### config.mk
export PLATFORM = sky130hd
export DESIGN_NAME = bp_hybrid_predictor
export DESIGN_NICKNAME = d
export VERILOG_FILES = /design/src/rtl/bp_pkg.sv /design/src/rtl/bp_datapath.sv /design/src/rtl/bp_ctrl.sv /design/src/rtl/bp_hybrid_predictor.sv
export SDC_FILE = /design/constraint.sdc
export NUM_CORES = 1
export LEC_CHECK = 0
export BUFFER_PORTS_ARGS = -buffer_cell sky130_fd_sc_hd__clkbuf_2
export CAP_MARGIN = 20
export CORE_UTILIZATION = 50
export CTS_CLUSTER_DIAMETER = 30
export DETAILED_ROUTE_END_ITERATION = 12
export GPL_TIMING_DRIVEN = 0
export MAX_ROUTING_LAYER = met4
export PLACE_DENSITY = 0.66
export SYNTH_ARGS = -nofsm -noshare
export SYNTH_HDL_FRONTEND = slang
export SYNTH_SLANG_ARGS = --single-unit
### constraint.sdc
create_clock -name clk -period 7.19 [get_ports clk]
set_input_delay 0.719 -clock clk [delete_from_list [all_inputs] [get_ports clk]]
set_output_delay 0.719 -clock clk [all_outputs]
set_load 0.02 [all_outputs]
### src/rtl/bp_pkg.sv
package bp_pkg;

  // Strobes from control to datapath for one update cycle.
  typedef struct packed {
    logic alloc;    // claim the row for a missing branch
    logic train;    // train counter and shift history of a hitting branch
    logic outcome;  // resolved direction
  } bpStrobe_t;

endpackage

### src/rtl/bp_datapath.sv
module bp_datapath #(
  parameter int ADDR_W = 32,
  parameter int IDX_W  = 4,
  parameter int HIST_W = 4,
  parameter int CTR_W  = 2
) (
  input  logic                     clk,
  input  logic                     rstN,
  input  logic [IDX_W-1:0]         lookIdx,
  input  logic [IDX_W-1:0]         updIdx,
  input  logic [ADDR_W-IDX_W-1:0]  updTagIn,
  input  bp_pkg::bpStrobe_t        strb,
  output logic                     lookEntValid,
  output logic [ADDR_W-IDX_W-1:0]  lookEntTag,
  output logic                     lookCtrMsb,
  output logic                     updEntValid,
  output logic [ADDR_W-IDX_W-1:0]  updEntTag
);
  localparam int TAG_W     = ADDR_W - IDX_W;
  localparam int ROWS      = 1 << IDX_W;
  localparam int PHT_DEPTH = 1 << HIST_W;
  localparam logic [CTR_W-1:0] CTR_MAX  = {CTR_W{1'b1}};
  localparam logic [CTR_W-1:0] CTR_INIT = CTR_W'(1);

  logic [ROWS-1:0]   entValid;
  logic [TAG_W-1:0]  entTag  [ROWS];
  logic [HIST_W-1:0] entHist [ROWS];
  logic [CTR_W-1:0]  pht     [PHT_DEPTH];

  logic [HIST_W-1:0] lookHist;
  logic [HIST_W-1:0] updHist;
  logic [CTR_W-1:0]  updCtr;
  logic [CTR_W-1:0]  ctrNext;

  always_comb begin
    lookHist     = entHist[lookIdx];
    lookEntValid = entValid[lookIdx];
    lookEntTag   = entTag[lookIdx];
    lookCtrMsb   = pht[lookHist][CTR_W-1];
    updHist      = entHist[updIdx];
    updEntValid  = entValid[updIdx];
    updEntTag    = entTag[updIdx];
    updCtr       = pht[updHist];
    if (strb.outcome) ctrNext = (updCtr == CTR_MAX) ? updCtr : updCtr + CTR_W'(1);
    else              ctrNext = (updCtr == '0)      ? updCtr : updCtr - CTR_W'(1);
  end

  // One storage row per table entry, each with its own write select.
  for (genvar r = 0; r < ROWS; r++) begin : gRow
    logic rowSel;
    assign rowSel = (updIdx == IDX_W'(r));
    always_ff @(posedge clk) begin
      if (!rstN) begin
        entValid[r] <= 1'b0;
        entTag[r]   <= '0;
        entHist[r]  <= '0;
      end else if (rowSel && strb.alloc) begin
        entValid[r] <= 1'b1;
        entTag[r]   <= updTagIn;
        entHist[r]  <= {HIST_W{strb.outcome}};
      end else if (rowSel && strb.train) begin
        entHist[r]  <= {entHist[r][HIST_W-2:0], strb.outcome};
      end
    end
  end

  // Shared pattern table of saturating counters.
  always_ff @(posedge clk) begin
    if (!rstN) begin
      for (int p = 0; p < PHT_DEPTH; p++) pht[p] <= CTR_INIT;
    end else if (strb.train) begin
      pht[updHist] <= ctrNext;
    end
  end

  AST_CTR_SAT_HI: assert property (@(posedge clk) disable iff (!rstN)
    (strb.train && strb.outcome && updCtr == CTR_MAX) |=> pht[$past(updHist)] == CTR_MAX)
    else $error("counter left upper limit");
  AST_CTR_SAT_LO: assert property (@(posedge clk) disable iff (!rstN)
    (strb.train && !strb.outcome && updCtr == '0) |=> pht[$past(updHist)] == '0)
    else $error("counter left lower limit");
  AST_HIST_SHIFT: assert property (@(posedge clk) disable iff (!rstN)
    strb.train |=> entHist[$past(updIdx)] == {$past(updHist[HIST_W-2:0]), $past(strb.outcome)})
    else $error("history not shifted");
  AST_ALLOC_FILL: assert property (@(posedge clk) disable iff (!rstN)
    strb.alloc |=> entValid[$past(updIdx)] && entHist[$past(updIdx)] == {HIST_W{$past(strb.outcome)}})
    else $error("allocated row malformed");
  AST_IDLE_HOLD: assert property (@(posedge clk) disable iff (!rstN)
    !(strb.alloc || strb.train) |=> $stable(entValid))
    else $error("valid bits changed without strobe");

endmodule

### src/rtl/bp_ctrl.sv
module bp_ctrl #(
  parameter int ADDR_W = 32,
  parameter int IDX_W  = 4
) (
  input  logic                     clk,
  input  logic                     rstN,
  input  logic                     lookupValid,
  input  logic [ADDR_W-1:0]        lookupPc,
  input  logic [ADDR_W-1:0]        lookupTarget,
  input  logic                     updValid,
  input  logic                     updTaken,
  input  logic [ADDR_W-IDX_W-1:0]  lookTag,
  input  logic [ADDR_W-IDX_W-1:0]  updTag,
  input  logic                     lookEntValid,
  input  logic [ADDR_W-IDX_W-1:0]  lookEntTag,
  input  logic                     lookCtrMsb,
  input  logic                     updEntValid,
  input  logic [ADDR_W-IDX_W-1:0]  updEntTag,
  output bp_pkg::bpStrobe_t        strb,
  output logic                     predTaken,
  output logic                     predHit
);
  logic lookHit;
  logic updHit;
  logic staticTaken;

  always_comb begin
    lookHit     = lookEntValid && (lookEntTag == lookTag);
    staticTaken = lookupTarget < lookupPc;
    predHit     = lookupValid && lookHit;
    predTaken   = lookupValid && (lookHit ? lookCtrMsb : staticTaken);
    updHit      = updEntValid && (updEntTag == updTag);
    strb.alloc   = updValid && !updHit;
    strb.train   = updValid && updHit;
    strb.outcome = updTaken;
  end

  AST_NO_STROBE_IDLE: assert property (@(posedge clk) disable iff (!rstN)
    !updValid |-> !strb.alloc && !strb.train)
    else $error("strobe without update");

endmodule

### src/rtl/bp_hybrid_predictor.sv
module bp_hybrid_predictor #(
  parameter int ADDR_W = 32,
  parameter int IDX_W  = 4,
  parameter int HIST_W = 4,
  parameter int CTR_W  = 2
) (
  input  logic              clk,
  input  logic              rstN,
  input  logic              lookupValid,
  input  logic [ADDR_W-1:0] lookupPc,
  input  logic [ADDR_W-1:0] lookupTarget,
  input  logic              updValid,
  input  logic [ADDR_W-1:0] updPc,
  input  logic              updTaken,
  output logic              predTaken,
  output logic              predHit
);
  localparam int TAG_W = ADDR_W - IDX_W;

  bp_pkg::bpStrobe_t strb;
  logic              lookEntValid;
  logic [TAG_W-1:0]  lookEntTag;
  logic              lookCtrMsb;
  logic              updEntValid;
  logic [TAG_W-1:0]  updEntTag;

  bp_ctrl #(.ADDR_W(ADDR_W), .IDX_W(IDX_W)) uCtrl (
    .clk          (clk),
    .rstN         (rstN),
    .lookupValid  (lookupValid),
    .lookupPc     (lookupPc),
    .lookupTarget (lookupTarget),
    .updValid     (updValid),
    .updTaken     (updTaken),
    .lookTag      (lookupPc[ADDR_W-1:IDX_W]),
    .updTag       (updPc[ADDR_W-1:IDX_W]),
    .lookEntValid (lookEntValid),
    .lookEntTag   (lookEntTag),
    .lookCtrMsb   (lookCtrMsb),
    .updEntValid  (updEntValid),
    .updEntTag    (updEntTag),
    .strb         (strb),
    .predTaken    (predTaken),
    .predHit      (predHit)
  );

  bp_datapath #(.ADDR_W(ADDR_W), .IDX_W(IDX_W), .HIST_W(HIST_W), .CTR_W(CTR_W)) uData (
    .clk          (clk),
    .rstN         (rstN),
    .lookIdx      (lookupPc[IDX_W-1:0]),
    .updIdx       (updPc[IDX_W-1:0]),
    .updTagIn     (updPc[ADDR_W-1:IDX_W]),
    .strb         (strb),
    .lookEntValid (lookEntValid),
    .lookEntTag   (lookEntTag),
    .lookCtrMsb   (lookCtrMsb),
    .updEntValid  (updEntValid),
    .updEntTag    (updEntTag)
  );

  AST_IDLE_QUIET: assert property (@(posedge clk) disable iff (!rstN)
    !lookupValid |-> !predTaken && !predHit)
    else $error("prediction while idle");
  AST_STATIC_RULE: assert property (@(posedge clk) disable iff (!rstN)
    (lookupValid && !predHit) |-> predTaken == (lookupTarget < lookupPc))
    else $error("fixed rule violated");

endmodule

==> results of run 1 <==
cell families (layout without fill, tap and decap cells):
group | Yosys count | count (layout) | synth area share (%)
and+or+nand+nor | 753 | 753 | 13.58
other | 0 | 9 | 0
buffers and inverters | 314 | 712 | 4.820
adders and majority gates | 33 | 33 | 1.246
AOI/OAI and AO/OA | 335 | 335 | 7.186
muxes | 391 | 391 | 21.28
DFF | 560 | 560 | 50.72
xor gates and xnor gates | 44 | 44 | 1.174
sequential cells by signal, summed over array words and instances (netlist names):
| signal | count |
|---|---|
| uData.entHist | 64 |
| uData.entValid | 16 |
| uData.entTag | 448 |
| uData.pht | 32 |
critical path, stage by stage:
cell and delay [ns]:
buf_4 0.16, buf_6 0.20, buf_4 0.29, inv_2 0.49, buf_4 0.45, mux2i_1 0.84
a2111oi_0 0.23, o2111a_1 0.26, a31oi_1 0.40, nor3_4 0.13, buf_2 0.23, a211oi_1 0.62
clkbuf_1 0.86, clkbuf_1 0.72, and2_1 0.22
area by class of cell:
cell class	count	area share (%)
Inverter	67	0.6269
Clock inverter	81	2.361
Tap cell	855	2.667
Clock buffer	154	8.518
Timing Repair Buffer	163	4.008
Antenna cell	9	0.05614
Multi-Input combinational cell	1556	36.91
Sequential cell	560	41.52
Buffer	247	3.331
power by group through the flow:
| stage | combinational [uW] | clock [uW] | sequential [uW] |
|---|---|---|---|
| 2_1_floorplan | 808 | 0 | 3900 |
| 3_3_place_gp | 1380 | 0 | 3960 |
| 3_5_place_dp | 1470 | 0 | 3940 |
| 4_1_cts | 1480 | 5890 | 3890 |
| 5_1_grt | 1550 | 6070 | 3910 |
| 6_report | 1550 | 5920 | 3900 |
cell usage in the layout, fill, tap and decap left out, drive strengths merged, types with 7 or more instances in the layout:
| master | instances |
|---|---|
| o21ai | 50 |
| or4b | 16 |
| mux2i | 115 |
| a221oi | 13 |
| buf | 172 |
| a21o | 32 |
| clkinv | 45 |
| a31oi | 11 |
| and2 | 443 |
| nand4 | 45 |
| xor2 | 7 |
| mux2 | 37 |
| a211oi | 25 |
| a21oi | 57 |
| o31ai | 30 |
| ha | 31 |
| nand2 | 77 |
| a2111oi | 10 |
| a22oi | 30 |
| nor2b | 7 |
| o21ba | 12 |
| mux4 | 239 |
| diode | 9 |
| clkbuf | 383 |
| xnor2 | 37 |
| nand3 | 25 |
| bufinv | 14 |
| nor4 | 24 |
| o22ai | 23 |
| inv | 76 |
| and3 | 19 |
| edfxtp | 544 |
| dfxtp | 16 |
| nor2 | 39 |
| clkinvlp | 13 |
| nor3 | 34 |
metal layers:
layer	vias up	GRT usage [%]	wire, um
li1	10064	-	-
met1	13176	57.48	52690
met2	2504	67.03	65750
met3	642	17.74	23090
met4	0	31.31	12110
met5	-	-	0
per-stage QoR:
step / util, % / cell area [um^2]
2_1_floorplan: - / 32840
5_1_grt: 61.99 / 40110
4_1_cts: 61.85 / 40010
3_5_place_dp: 55.10 / 35650
6_report: 62.00 / 40110
3_3_place_gp: 53.10 / 34350
final timing paths:
path                                         from                                 to  slack [ns]  cells past startpoint
setup / recovery                         updPc[0]  uData.entTag[15][8]$_SDFFCE_PN0P_        0.87                     15
hold / removal                          updPc[22]  uData.entTag[7][18]$_SDFFCE_PN0P_        0.43                      2
setup reg to reg  uData.entValid[11]$_SDFFE_PN0P_  uData.entTag[15][8]$_SDFFCE_PN0P_        1.80                     11
hold reg to reg   uData.entValid[10]$_SDFFE_PN0P_    uData.entValid[10]$_SDFFE_PN0P_        0.48                      1
==> impl_metrics.tcl, run 1 <==
set metrics [dict create \
    cts_hold_buf 0 \
    place_inst 3442 \
    register_area_um2 16660 \
    setup_viol_count_final 0 \
    power_leakage_uw 0.01475 \
    startpoint_type "primary input" \
    initial_core_util_pct 50.76 \
    clk_pin_slew_ns 0.04 \
    p_int_uw 8257 \
    critPathCaptureType "flop" \
    area_delta_synth_final_pct 22.16 \
    route.vias.total 26386 \
    final_cells 3692 \
    cts_root_buffer "clkbuf_16" \
    yosys_warnings 0 \
    swShare_pct 27.36 \
    cap_violations 0 \
    required_ns 7.76 \
    synth_common_cells "edfxtp_1, and2_1, mux4_2" \
    fin_hold_ws_ns 0.4252 \
    yosys.area.top_type "edfxtp_1" \
    hp-class "in2reg" \
    synth_cell_types 92 \
    synthArstFlopShare_pct 0 \
    ys.flop_type "edfxtp_1" \
    drc 0 \
    yosysMostFrequentCell "edfxtp_1" \
    dieArea_um2 66710 \
    clockPowerShare_pct 52.1 \
    power.density_nw_per_um2 283.4 \
    fin_crit_sh_pct 87.96 \
    worstPathMaxFanout 10 \
    criticalPathCategory "in2reg" \
    worst_pin_slew_ns 1.312 \
    syn_nets 2562 \
    gr-total-overflow 0 \
    io_pins 103 \
    skew_ns 0.02519 \
    die_h_um 258.3 \
    slew_headroom_pct 12.52 \
    avgViaCountPerCell 7.147 \
    rsz0062_at_grt "no" \
    fill_cells 4950 \
    antenna_found_initial 8 \
    synth_seq_cells 560 \
    synth_cells 2430 \
    dr.pass1.iters 8 \
    grt_pass1_vias 25594 \
    grt_pass1_wl_mm 206.2 \
    hold_viol 0 \
    critPathArrivalTime_ns 6.90 \
    report.final.slew_viol_count 0 \
    outcome "complete, no violations" \
    irDropWorstVdd_uv 228.6 \
    avgSynthCellArea_um2 13.51 \
    seq_area_frac_synth_pct 50.72 \
    final_nets 2859 \
    core_area_um2 64700 \
    drive_gt1_share_pct 27.30 \
    routed_wl_mm 153.6 \
    grt_max_degree 17 \
    wire_per_inst_um 41.61 \
    fp.dieW_um 258.3 \
    gp_congestion 1.056 \
    cts.sinks 560 \
    port_buffers 89 \
    combPwrFrac_pct 13.6 \
    power.net_switching_uw 3110 \
    drtIter0Drc 4860 \
    pre_cts_ws_ns 0.1274 \
    syn_area_um2 32840 \
    worst_slack_ns 0.8656 \
    cts_buffer_depth 3 \
    cts_buffers 132 \
    clock.fmax_mhz 158.1 \
    cts_setup_buffers 0 \
    grt_use_total_pct 47.70 \
    dp_hpwl_mm 112.1 \
    rows 93 \
    multi_input_area_um2 14810 \
    antenna_left 0 \
    synth_enable_flop_cells 544 \
    cts_resized 0 \
    synth_top_cells_by_area "edfxtp_1, mux4_2, and2_1" \
    fin_crit_ns 6.324 \
    synth_top_area_share_pct 49.74 \
    tritoncts "yes" \
    cts_htree_levels 4 \
    p_total_uw 11370 \
    p_seq_share_pct 34.3 \
    clkLatencyLatePin_ns 0.73 \
    setup_tns_ns 0 \
]
(Power assumes the default switching activity.)
==> run 2: changes to the inputs <==
==> constraint.sdc (replaced) <==
create_clock -name clk -period 7.19 [get_ports clk]
set_input_delay 1.0785 -clock clk [delete_from_list [all_inputs] [get_ports clk]]
set_output_delay 1.0785 -clock clk [all_outputs]
set_load 0.02 [all_outputs]
==> run 2 against run 1 <==
  * Register-to-register slack is essentially flat
  * Critical path depth shrank 2
  * Sequential share of layout area is essentially flat
  * Maximum frequency shrank 8.5%
  * Non-clock buffer count shrank 6
  * Utilization shrank 0.070 points
  * First-iteration DRC count shrank 2.1%
  * Worst hold slack gained 0.054 ns
  * Final cell count is essentially flat
  * Flip-flop and latch count is the same
  * Critical endpoint is now predTaken
  * Largest power group unchanged
  * Highest routed layer unchanged
==> impl_metrics.tcl, run 2 (same netlist as run 1, synthesis figures left out) <==
set metrics [dict create \
    dieArea_um2 66710 \
    drc 0 \
    route.vias.total 26432 \
    fp.dieW_um 258.3 \
    grtUsageMet2_pct 66.66 \
    hp-class "reg2reg" \
    die_h_um 258.3 \
    cts_root_buffer "clkbuf_16" \
    wire_per_inst_um 41.50 \
    top_register "uData.entTag" \
    crit_path_cell_trace "buf_2, buf_2, buf_2, buf_2, mux4_2, mux2i_1, xnor2_1, o2111ai_1, a2111oi_0, nand4_1, o211ai_1, o21ai_0, clkbuf_2" \
    fin_crit_sh_pct 96.12 \
    irDropWorstVdd_uv 230.6 \
    avgViaCountPerCell 7.165 \
    antenna_left 0 \
    area_delta_synth_final_pct 22.02 \
    cts_resized 0 \
    setup_viol_count_final 0 \
    worst_slack_ns 0.2792 \
    drive_gt1_share_pct 27.25 \
    cts_htree_levels 4 \
    placed_area_um2 35650 \
    place_inst 3442 \
    hold_depth 1 \
    cpMostUsedCell "buf_2" \
    r2r_slack_ns 1.79 \
    port_buffers 89 \
    setup_tns_ns 0 \
    required_ns 6.11 \
    pre_cts_ws_ns -0.5916 \
    grt_pass1_vias 25565 \
    grt_use_met3_pct 16.80 \
    r2r_end "uData.entTag[15][8]$_SDFFCE_PN0P_" \
    dr.pass1.iters 6 \
    reg2regPathDepth 11 \
    holdPathEnd "uData.entValid[10]$_SDFFE_PN0P_" \
    clk_pin_slew_ns 0.05 \
    grt_pass1_wl_mm 205.6 \
    final_nets 2853 \
    rows 93 \
    core_area_um2 64700 \
    power_leakage_uw 0.01473 \
    hold_viol 0 \
    skew_ns 0.02501 \
    slew_headroom_pct 16.31 \
    worstHoldStart "uData.entValid[10]$_SDFFE_PN0P_" \
    grt_use_total_pct 47.52 \
    power.density_nw_per_um2 283.6 \
    gr-total-overflow 0 \
    tritoncts "yes" \
    grt_max_degree 18 \
    io_pins 103 \
    crit_slowest_cell "buf_2" \
    gr-max-usage-layer "met2" \
    crit_path_max_incr_delay_ns 0.69 \
    report.final.slew_viol_count 0 \
    largest_register_ff_count 448 \
    initial_core_util_pct 50.76 \
    critPathCaptureType "primary output" \
    final_cell_mix "edfxtp_1, and2_1, mux4_2, clkbuf_1, clkbuf_16" \
    fin_crit_ns 6.911 \
    clock.fmax_mhz 144.7 \
    critPathArrivalTime_ns 5.83 \
    grtUsageMet1_pct 57.71 \
    layout_commonest_cell "edfxtp_1" \
    startpoint_type "primary input" \
    gp_congestion 1.056 \
    cts_hold_buf 0 \
    rsz0062_at_grt "no" \
    timing.rr.start "uData.entValid[11]$_SDFFE_PN0P_" \
    worstPathMaxFanout 10 \
    clkLatencyLatePin_ns 0.73 \
    fin_hold_ws_ns 0.4788 \
    outcome "complete, no violations" \
    fin_area_um2 40070 \
    reg_top3 "uData.entTag x448, uData.entHist x64, uData.pht x32" \
    cap_violations 0 \
    routed_wl_mm 153.1 \
    drtIter0Drc 4758 \
    dp_hpwl_mm 112.1 \
    cts_buffer_depth 3 \
    final_cells 3689 \
    antenna_found_initial 8 \
    cts.sinks 560 \
    cts_buffers 132 \
    cts_setup_buffers 0 \
    criticalPathCategory "in2out" \
    worst_pin_slew_ns 1.255 \
]
-- run 2: worst max path at each step --
stage	start	to	slack [ns]	cells after the start
after global placement	updPc[1]	uData.entTag[11][17]$_SDFFCE_PN0P_	-7.30	14
after CTS	lookupPc[2]	predTaken	0.38	14
final	lookupPc[0]	predTaken	0.28	13
after detailed placement	lookupPc[1]	predTaken	-0.59	13
after floorplan	updPc[0]	uData.entTag[10][0]$_SDFFCE_PN0P_	0.38	12
after global routing	lookupPc[0]	predTaken	0.26	13
-- run 2: critical path, delay by kind of cell --
kind | cells | cell delay [ns]
buffers and inverters | 5 | 2.22
multiplexers | 2 | 1.24
AO/OA/AOI/OAI | 4 | 0.77
AND/OR/NAND/NOR | 1 | 0.31
XOR/XNOR | 1 | 0.19
-- run 2: metal layers --
layer	up-vias	share of wire, %
met5	-	0
met4	0	8.0
met3	656	15
met2	2553	43
met1	13164	35
li1	10059	-
-- run 2: final cells by class --
cell class                 instances  area (um^2)
antenna                           12        30.03
buffer                           244         1325
clock buffer                     154         3417
clock inverter                    81        947.2
fill                            4956        24630
inverter                          67        251.5
multi-input combinational       1556        14810
sequential                       560        16660
tap                              855         1070
timing repair buffer             160         1567
-- run 2: stage by stage --
step                      utilization (%)  total power, uW
after floorplan                         -             4703
after global placement              53.10             5334
after detailed placement            55.10             5410
after CTS                           61.83            11250
after global routing                61.91            11520
final                               61.93            11360
-- run 2: power by group --
part,switching [uW],internal (uW)
clock network,2020,3910
logic,975,568
registers,118,3780
total,3110,8250
